$ cat config.mk
export PLATFORM = sky130hd
export DESIGN_NAME = dds_lane_writer
export DESIGN_NICKNAME = d
export VERILOG_FILES = /design/src/rtl/dds_lw_pkg.sv /design/src/rtl/dds_lw_sequencer.sv /design/src/rtl/dds_lw_lane.sv /design/src/rtl/dds_lane_writer.sv
export SDC_FILE = /design/constraint.sdc
export NUM_CORES = 1
export LEC_CHECK = 0
export CORE_ASPECT_RATIO = 0.5
export CORE_MARGIN = 4
export CORE_UTILIZATION = 40
export DETAILED_ROUTE_END_ITERATION = 12
export GPL_TIMING_DRIVEN = 0
export PLACE_DENSITY_LB_ADDON = 0.05
export SYNTH_ARGS = -nofsm -noshare
export SYNTH_HDL_FRONTEND = slang
export SYNTH_HIERARCHICAL = 1
export SYNTH_SLANG_ARGS = --single-unit
$ cat constraint.sdc
create_clock -name clk -period 2.45 [get_ports clk]
set_clock_uncertainty 0.1 [all_clocks]
set_input_delay 0.49 -clock clk [delete_from_list [all_inputs] [get_ports clk]]
set_output_delay 0.49 -clock clk [all_outputs]
set_load 0.01 [all_outputs]
$ cat src/rtl/dds_lw_pkg.sv
package dds_lw_pkg;
  localparam int PROF_W  = 64;
  localparam int CMD_W   = 8;
  localparam int FRAME_W = CMD_W + PROF_W;
  localparam logic [CMD_W-1:0] CMD_WRITE = 8'h0E;

  typedef enum logic [1:0] {
    SEQ_IDLE  = 2'd0,
    SEQ_SHIFT = 2'd1,
    SEQ_STRB  = 2'd2,
    SEQ_TAIL  = 2'd3
  } seq_state_t;

  function automatic logic [FRAME_W-1:0] build_frame(input logic [PROF_W-1:0] prof);
    return {CMD_WRITE, prof};
  endfunction
endpackage

$ cat src/rtl/dds_lw_sequencer.sv
module dds_lw_sequencer
  import dds_lw_pkg::*;
#(
  parameter int SCK_DIV = 1,
  parameter int BITS    = FRAME_W
) (
  input  logic clk,
  input  logic rst,
  input  logic start_i,
  output logic load_o,
  output logic shift_o,
  output logic clear_o,
  output logic sclk_o,
  output logic cs_n_o,
  output logic upd_o,
  output logic done_o
);
  localparam int PER = 2 * SCK_DIV;
  localparam int CW  = (PER > 1) ? $clog2(PER) : 1;
  localparam int BW  = $clog2(BITS);
  localparam logic [CW-1:0] FALL_AT = CW'(SCK_DIV - 1);
  localparam logic [CW-1:0] LAST_AT = CW'(PER - 1);
  localparam logic [BW-1:0] LAST_BIT = BW'(BITS - 1);

  seq_state_t state;
  logic [CW-1:0] cnt;
  logic [BW-1:0] bitn;
  logic bit_end;

  assign bit_end = (state == SEQ_SHIFT) && (cnt == LAST_AT);
  assign load_o  = (state == SEQ_IDLE) && start_i;
  assign shift_o = bit_end && (bitn != LAST_BIT);
  assign clear_o = bit_end && (bitn == LAST_BIT);

  always_ff @(posedge clk) begin
    if (rst) begin
      state  <= SEQ_IDLE;
      cnt    <= '0;
      bitn   <= '0;
      sclk_o <= 1'b0;
      cs_n_o <= 1'b1;
      upd_o  <= 1'b0;
      done_o <= 1'b1;
    end else begin
      case (state)
        SEQ_IDLE: begin
          if (start_i) begin
            state  <= SEQ_SHIFT;
            cnt    <= '0;
            bitn   <= '0;
            sclk_o <= 1'b1;
            cs_n_o <= 1'b0;
            done_o <= 1'b0;
          end
        end
        SEQ_SHIFT: begin
          if (cnt == FALL_AT) sclk_o <= 1'b0;
          if (cnt == LAST_AT) begin
            cnt <= '0;
            if (bitn == LAST_BIT) begin
              cs_n_o <= 1'b1;
              state  <= SEQ_STRB;
            end else begin
              bitn   <= bitn + 1'b1;
              sclk_o <= 1'b1;
            end
          end else begin
            cnt <= cnt + 1'b1;
          end
        end
        SEQ_STRB: begin
          upd_o <= 1'b1;
          state <= SEQ_TAIL;
        end
        default: begin
          upd_o  <= 1'b0;
          done_o <= 1'b1;
          state  <= SEQ_IDLE;
        end
      endcase
    end
  end
endmodule

$ cat src/rtl/dds_lw_lane.sv
module dds_lw_lane
  import dds_lw_pkg::*;
#(
  parameter int BITS = FRAME_W
) (
  input  logic            clk,
  input  logic            rst,
  input  logic            load_i,
  input  logic            shift_i,
  input  logic            clear_i,
  input  logic [BITS-1:0] frame_i,
  output logic            mosi_o
);
  logic [BITS-1:0] sr;

  always_ff @(posedge clk) begin
    if (rst)          sr <= '0;
    else if (load_i)  sr <= frame_i;
    else if (shift_i) sr <= {sr[BITS-2:0], 1'b0};
    else if (clear_i) sr <= '0;
  end

  assign mosi_o = sr[BITS-1];
endmodule

$ cat src/rtl/dds_lane_writer.sv
module dds_lane_writer
  import dds_lw_pkg::*;
#(
  parameter int LANES   = 4,
  parameter int SCK_DIV = 1
) (
  input  logic                  clk,
  input  logic                  rst,
  input  logic                  start_i,
  input  logic [LANES*PROF_W-1:0] profile_i,
  output logic                  sclk_o,
  output logic                  cs_n_o,
  output logic [LANES-1:0]      mosi_o,
  output logic                  io_update_o,
  output logic                  done_o
);
  logic load, shift, clear;

  dds_lw_sequencer #(.SCK_DIV(SCK_DIV), .BITS(FRAME_W)) seq_u (
    .clk(clk), .rst(rst), .start_i(start_i),
    .load_o(load), .shift_o(shift), .clear_o(clear),
    .sclk_o(sclk_o), .cs_n_o(cs_n_o), .upd_o(io_update_o), .done_o(done_o)
  );

  for (genvar g = 0; g < LANES; g++) begin : g_lane
    dds_lw_lane #(.BITS(FRAME_W)) lane_u (
      .clk(clk), .rst(rst),
      .load_i(load), .shift_i(shift), .clear_i(clear),
      .frame_i(build_frame(profile_i[g*PROF_W +: PROF_W])),
      .mosi_o(mosi_o[g])
    );
  end
endmodule

==> metrics.csv <==
stage,metric,value,unit
logic_synthesis,register area share after synthesis,0.3734,
final_layout,number of nets in the finished design,2331,
timing,worst slew margin relative to its limit,0.5077,
drt,met1 wire length,21250,um
critical_path,required time of the worst setup path,2.75,ns
floorplanning,area of the core region,39440,um2
logic_synthesis,complex-gate fraction of the synthesized area,0.2758,
global_routing,vias in the first global route,13400,
clocking,Sinks on Clock Net,302,
timing,number of max-slew violations in the final report,0,
floorplanning,horizontal extent of the die,292.5,um
global_routing,wire length of the first global-routing pass,70650,um
critical_path,launch point of the worst reg-to-reg path,seq_u/bitn[1],
timing,minimum period implied by the final worst setup slack,2.358,ns
global_routing,largest net degree at the start of global routing,15,
final_layout,footprint of the flip-flops and latches,6051,um2
hold_path,hold_sp,seq_u/done_o,
clocking,number of H-tree branching levels,1,
timing,final number of setup-violating endpoints,0,
timing,slew of the pin with the lowest slew margin,0.7385,ns
logic_synthesis,adder-cell area share of the yosys netlist,0.003091,
drt,vias per inst,5.228,
drt,first-pass iteration count of the detailed router,5,
logic_synthesis,mux cell area share after synthesis,0.001855,
final_layout,signed area change from the synthesized netlist to the final layout,29.33,%
logic_synthesis,most frequent cells after synthesis,"sky130_fd_sc_hd__dfxtp_1 (302), sky130_fd_sc_hd__nor2_1 (296), sky130_fd_sc_hd__nand2_1 (288)",
timing,final cycle utilization of the critical path,0.9625,
drt,vias post-DR,13690,
clocking,hold buffer count at CTS,0,
clocking,post-CTS clock slew at the launch and capture registers of the worst setup and hold paths,0.07,ns
hold_path,path type of the worst min-delay path,register to register,
logic_synthesis,xor/xnor share of the synthesized area,0,
pwr,worst IR drop on VDD,0.5639,mV
logic_synthesis,share of flip-flops with an asynchronous set or reset,0,
pwr,total power density per cell area,1037,nW/um2
critical_path,arrival time at the worst endpoint,2.66,ns
logic_synthesis,Synth cell types,37,
pwr,Final Power,21.72,mW
floorplanning,row count,51,
logic_synthesis,"Cell Area, Synth",16190,um2
logic_synthesis,leading post-synthesis cells by cell area,"sky130_fd_sc_hd__dfxtp_1 (37%), sky130_fd_sc_hd__a311oi_2 (26%), sky130_fd_sc_hd__nand3b_1 (13%), sky130_fd_sc_hd__nor2_1 (6.9%), sky130_fd_sc_hd__nand2_1 (6.7%)",
floorplanning,die height,150.3,um
logic_synthesis,"Avg Cell Area, Syn",9.349,um2
critical_path,"critical path fanouts, max",10,
placement,dpl cells,2558,
drt,uppermost signal routing layer after detailed routing,met4,
clocking,maximum buffer depth of the clock tree,3,
pwr,total leakage power,6.825,nW
clocking,Clk Tree Root Cell,sky130_fd_sc_hd__clkbuf_16,
timing,f_max,424.1,MHz
floorplanning,# IOs,267,
timing,number of hold violations in the final report,0,
clocking,TritonCTS clock tree,done,
drt,routed wl met3,1324,um
final_layout,"Cell Count, Final, Fillers Out",2619,
drt,Post-route DRC,0,
logic_synthesis,number of flops mapped to enable cells by yosys,0,
placement,Post-Place Setup Slack,-1.008,ns
global_routing,"Remaining Overflow, GRT",0,
final_layout,number of fill cells in the layout,3704,
floorplanning,area enclosed by the die boundary,43960,um2
clocking,Worst-Skew Late Latency,0.56,ns
clocking,CTS buffer count,29,
timing,final setup margin,0.09195,ns
drt,drt first-iter violations,645,
job,count of maximum capacitance violations,0,
final_layout,share of cells above drive strength 1,0.2409,
global_routing,global routing usage summed across all routing layers,0.1913,
placement,Final Wtd Congestion,0.7443,
drt,count of antenna-violating nets left after detailed routing,0,
logic_synthesis,number of instances in the synthesized netlist,1732,
logic_synthesis,synthesized-area fraction occupied by and/or/nand/nor cells,0.2805,
final_layout,multi-input logic area,9343,um2
placement,DP HPWL,30110,um
logic_synthesis,most repeated cell in the gate-level netlist after synthesis,sky130_fd_sc_hd__dfxtp_1,
logic_synthesis,main combinational cell family by area after synthesis,simple AND/OR/NAND/NOR gates,
drt,Routed WL,43830,um
placement,number of buffer cells added on primary ports,266,
logic_synthesis,register bit count reported by yosys,302,
critical_path,launching element of the worst setup path,seq_u/bitn[1],
drt,final routed wire length divided by cell count,16.74,um
logic_synthesis,cell type with the highest aggregate area in the netlist,sky130_fd_sc_hd__dfxtp_1,
drt,Detail Route met2 WL,20620,um
status,outcome,finished clean,
logic_synthesis,count of synthesis-stage warnings from yosys,6,
critical_path,Critical Path Start Type,register,
global_routing,antenna violations before repair,1,
critical_path,category of the critical setup timing path,register to register,
floorplanning,initial cell density of the core,0.4106,
logic_synthesis,share of Yosys cell area claimed by the top area cell type,0.3734,
critical_path,kind of end point of the critical path,register,
logic_synthesis,dominant register cell in the synthesized netlist,sky130_fd_sc_hd__dfxtp_1,
-- report_power, final --
| group | switching, mW | total [mW] | leakage [nW] | internal [mW] |
|---|---|---|---|---|
| logic | 5.55 | 9.83 | 3.85 | 4.28 |
| registers | 0.807 | 7.27 | 2.49 | 6.46 |
| clock network | 1.98 | 4.63 | 0.480 | 2.64 |
-- cell families (layout without fill, tap and decap cells) --
group	after synthesis	count (layout)
and+or+nand+nor	902	902
adders and majority gates	4	4
other	2	33
buffers and inverters	204	530
muxes	3	3
DFF	302	302
AOI/OAI and AO/OA	315	315
-- sequential cells by signal (all words and copies together) (netlist names) --
name              cells
g_lane.lane_u/sr    288
seq_u/bitn            7
seq_u/state           2
seq_u/cnt             1
seq_u/cs_n_o          1
seq_u/done_o          1
seq_u/sclk_o          1
seq_u/upd_o           1
-- worst max-delay path, stage by stage (launching register included) --
cell	delay, ns
sky130_fd_sc_hd__dfxtp_2	0.33
sky130_fd_sc_hd__ha_2	0.18
sky130_fd_sc_hd__and2_0	0.14
sky130_fd_sc_hd__buf_4	0.16
sky130_fd_sc_hd__nand2_2	0.09
sky130_fd_sc_hd__nor2_4	0.04
sky130_fd_sc_hd__buf_12	0.14
sky130_fd_sc_hd__or3_1	0.29
sky130_fd_sc_hd__buf_2	0.18
sky130_fd_sc_hd__buf_6	0.17
sky130_fd_sc_hd__buf_4	0.19
sky130_fd_sc_hd__nor2_1	0.13
sky130_fd_sc_hd__a311oi_2	0.06
-- through the flow --
step / setup TNS, ns / hold WS [ns] / cell area, um2 / utilization
finish: 0 / 0.3629 / 20940 / 0.5310
global route: -0.01790 / 0.3867 / 20940 / 0.5310
CTS: 0 / 0.3737 / 20780 / 0.5269
detailed placement: -271.78 / 0.3599 / 19630 / 0.4978
global placement: -267.51 / 0.3536 / 19630 / 0.4978
floorplan: 0 / 0.3456 / 16300 / -
-- placed cells by master, fill, tap and decap left out, drive strengths merged, types with 6 or more instances in the layout --
master         count
a311oi           280
nor2             296
nand3b           283
nand2b            14
inv                9
a2111oi            6
dfxtp            302
conb              32
nand2            288
clkbuf           187
buf               60
a21oi             12
clkinv             6
clkdlybuf4s50    266
-- path summary, 6_finish.rpt --
check | end | slack, ns | cells past startpoint
setup / recovery | g_lane[3].lane_u/sr[54] | 0.09 | 12
hold / removal | seq_u/done_o | 0.36 | 1
setup reg to reg | g_lane[3].lane_u/sr[54] | 0.09 | 12
hold reg to reg | seq_u/done_o | 0.36 | 1
-- per-layer routing --
metal | up-vias | GRT usage
met5 | - | 0
met4 | 0 | 0.02965
met3 | 39 | 0.02653
met2 | 175 | 0.3189
met1 | 6574 | 0.2704
li1 | 6905 | -
-- cell type report --
type                    instances  area share
diodes                          1   0.0001195
flip-flops and latches        302      0.2890
multi-input cells            1256      0.4462
plain buffers                 195     0.05473
repair buffers                275      0.1310
clock inverters                 8    0.004302
well taps                     530     0.03167
clock buffers                  43     0.04147
inverters                       9    0.001613
-- what timing repair did --
action,4_1_cts,5_1_grt
buffers inserted,8,1
pin swaps,4,1
resized for setup,67,92
setup endpoints to repair,288,280
(Power assumes the default switching activity.)
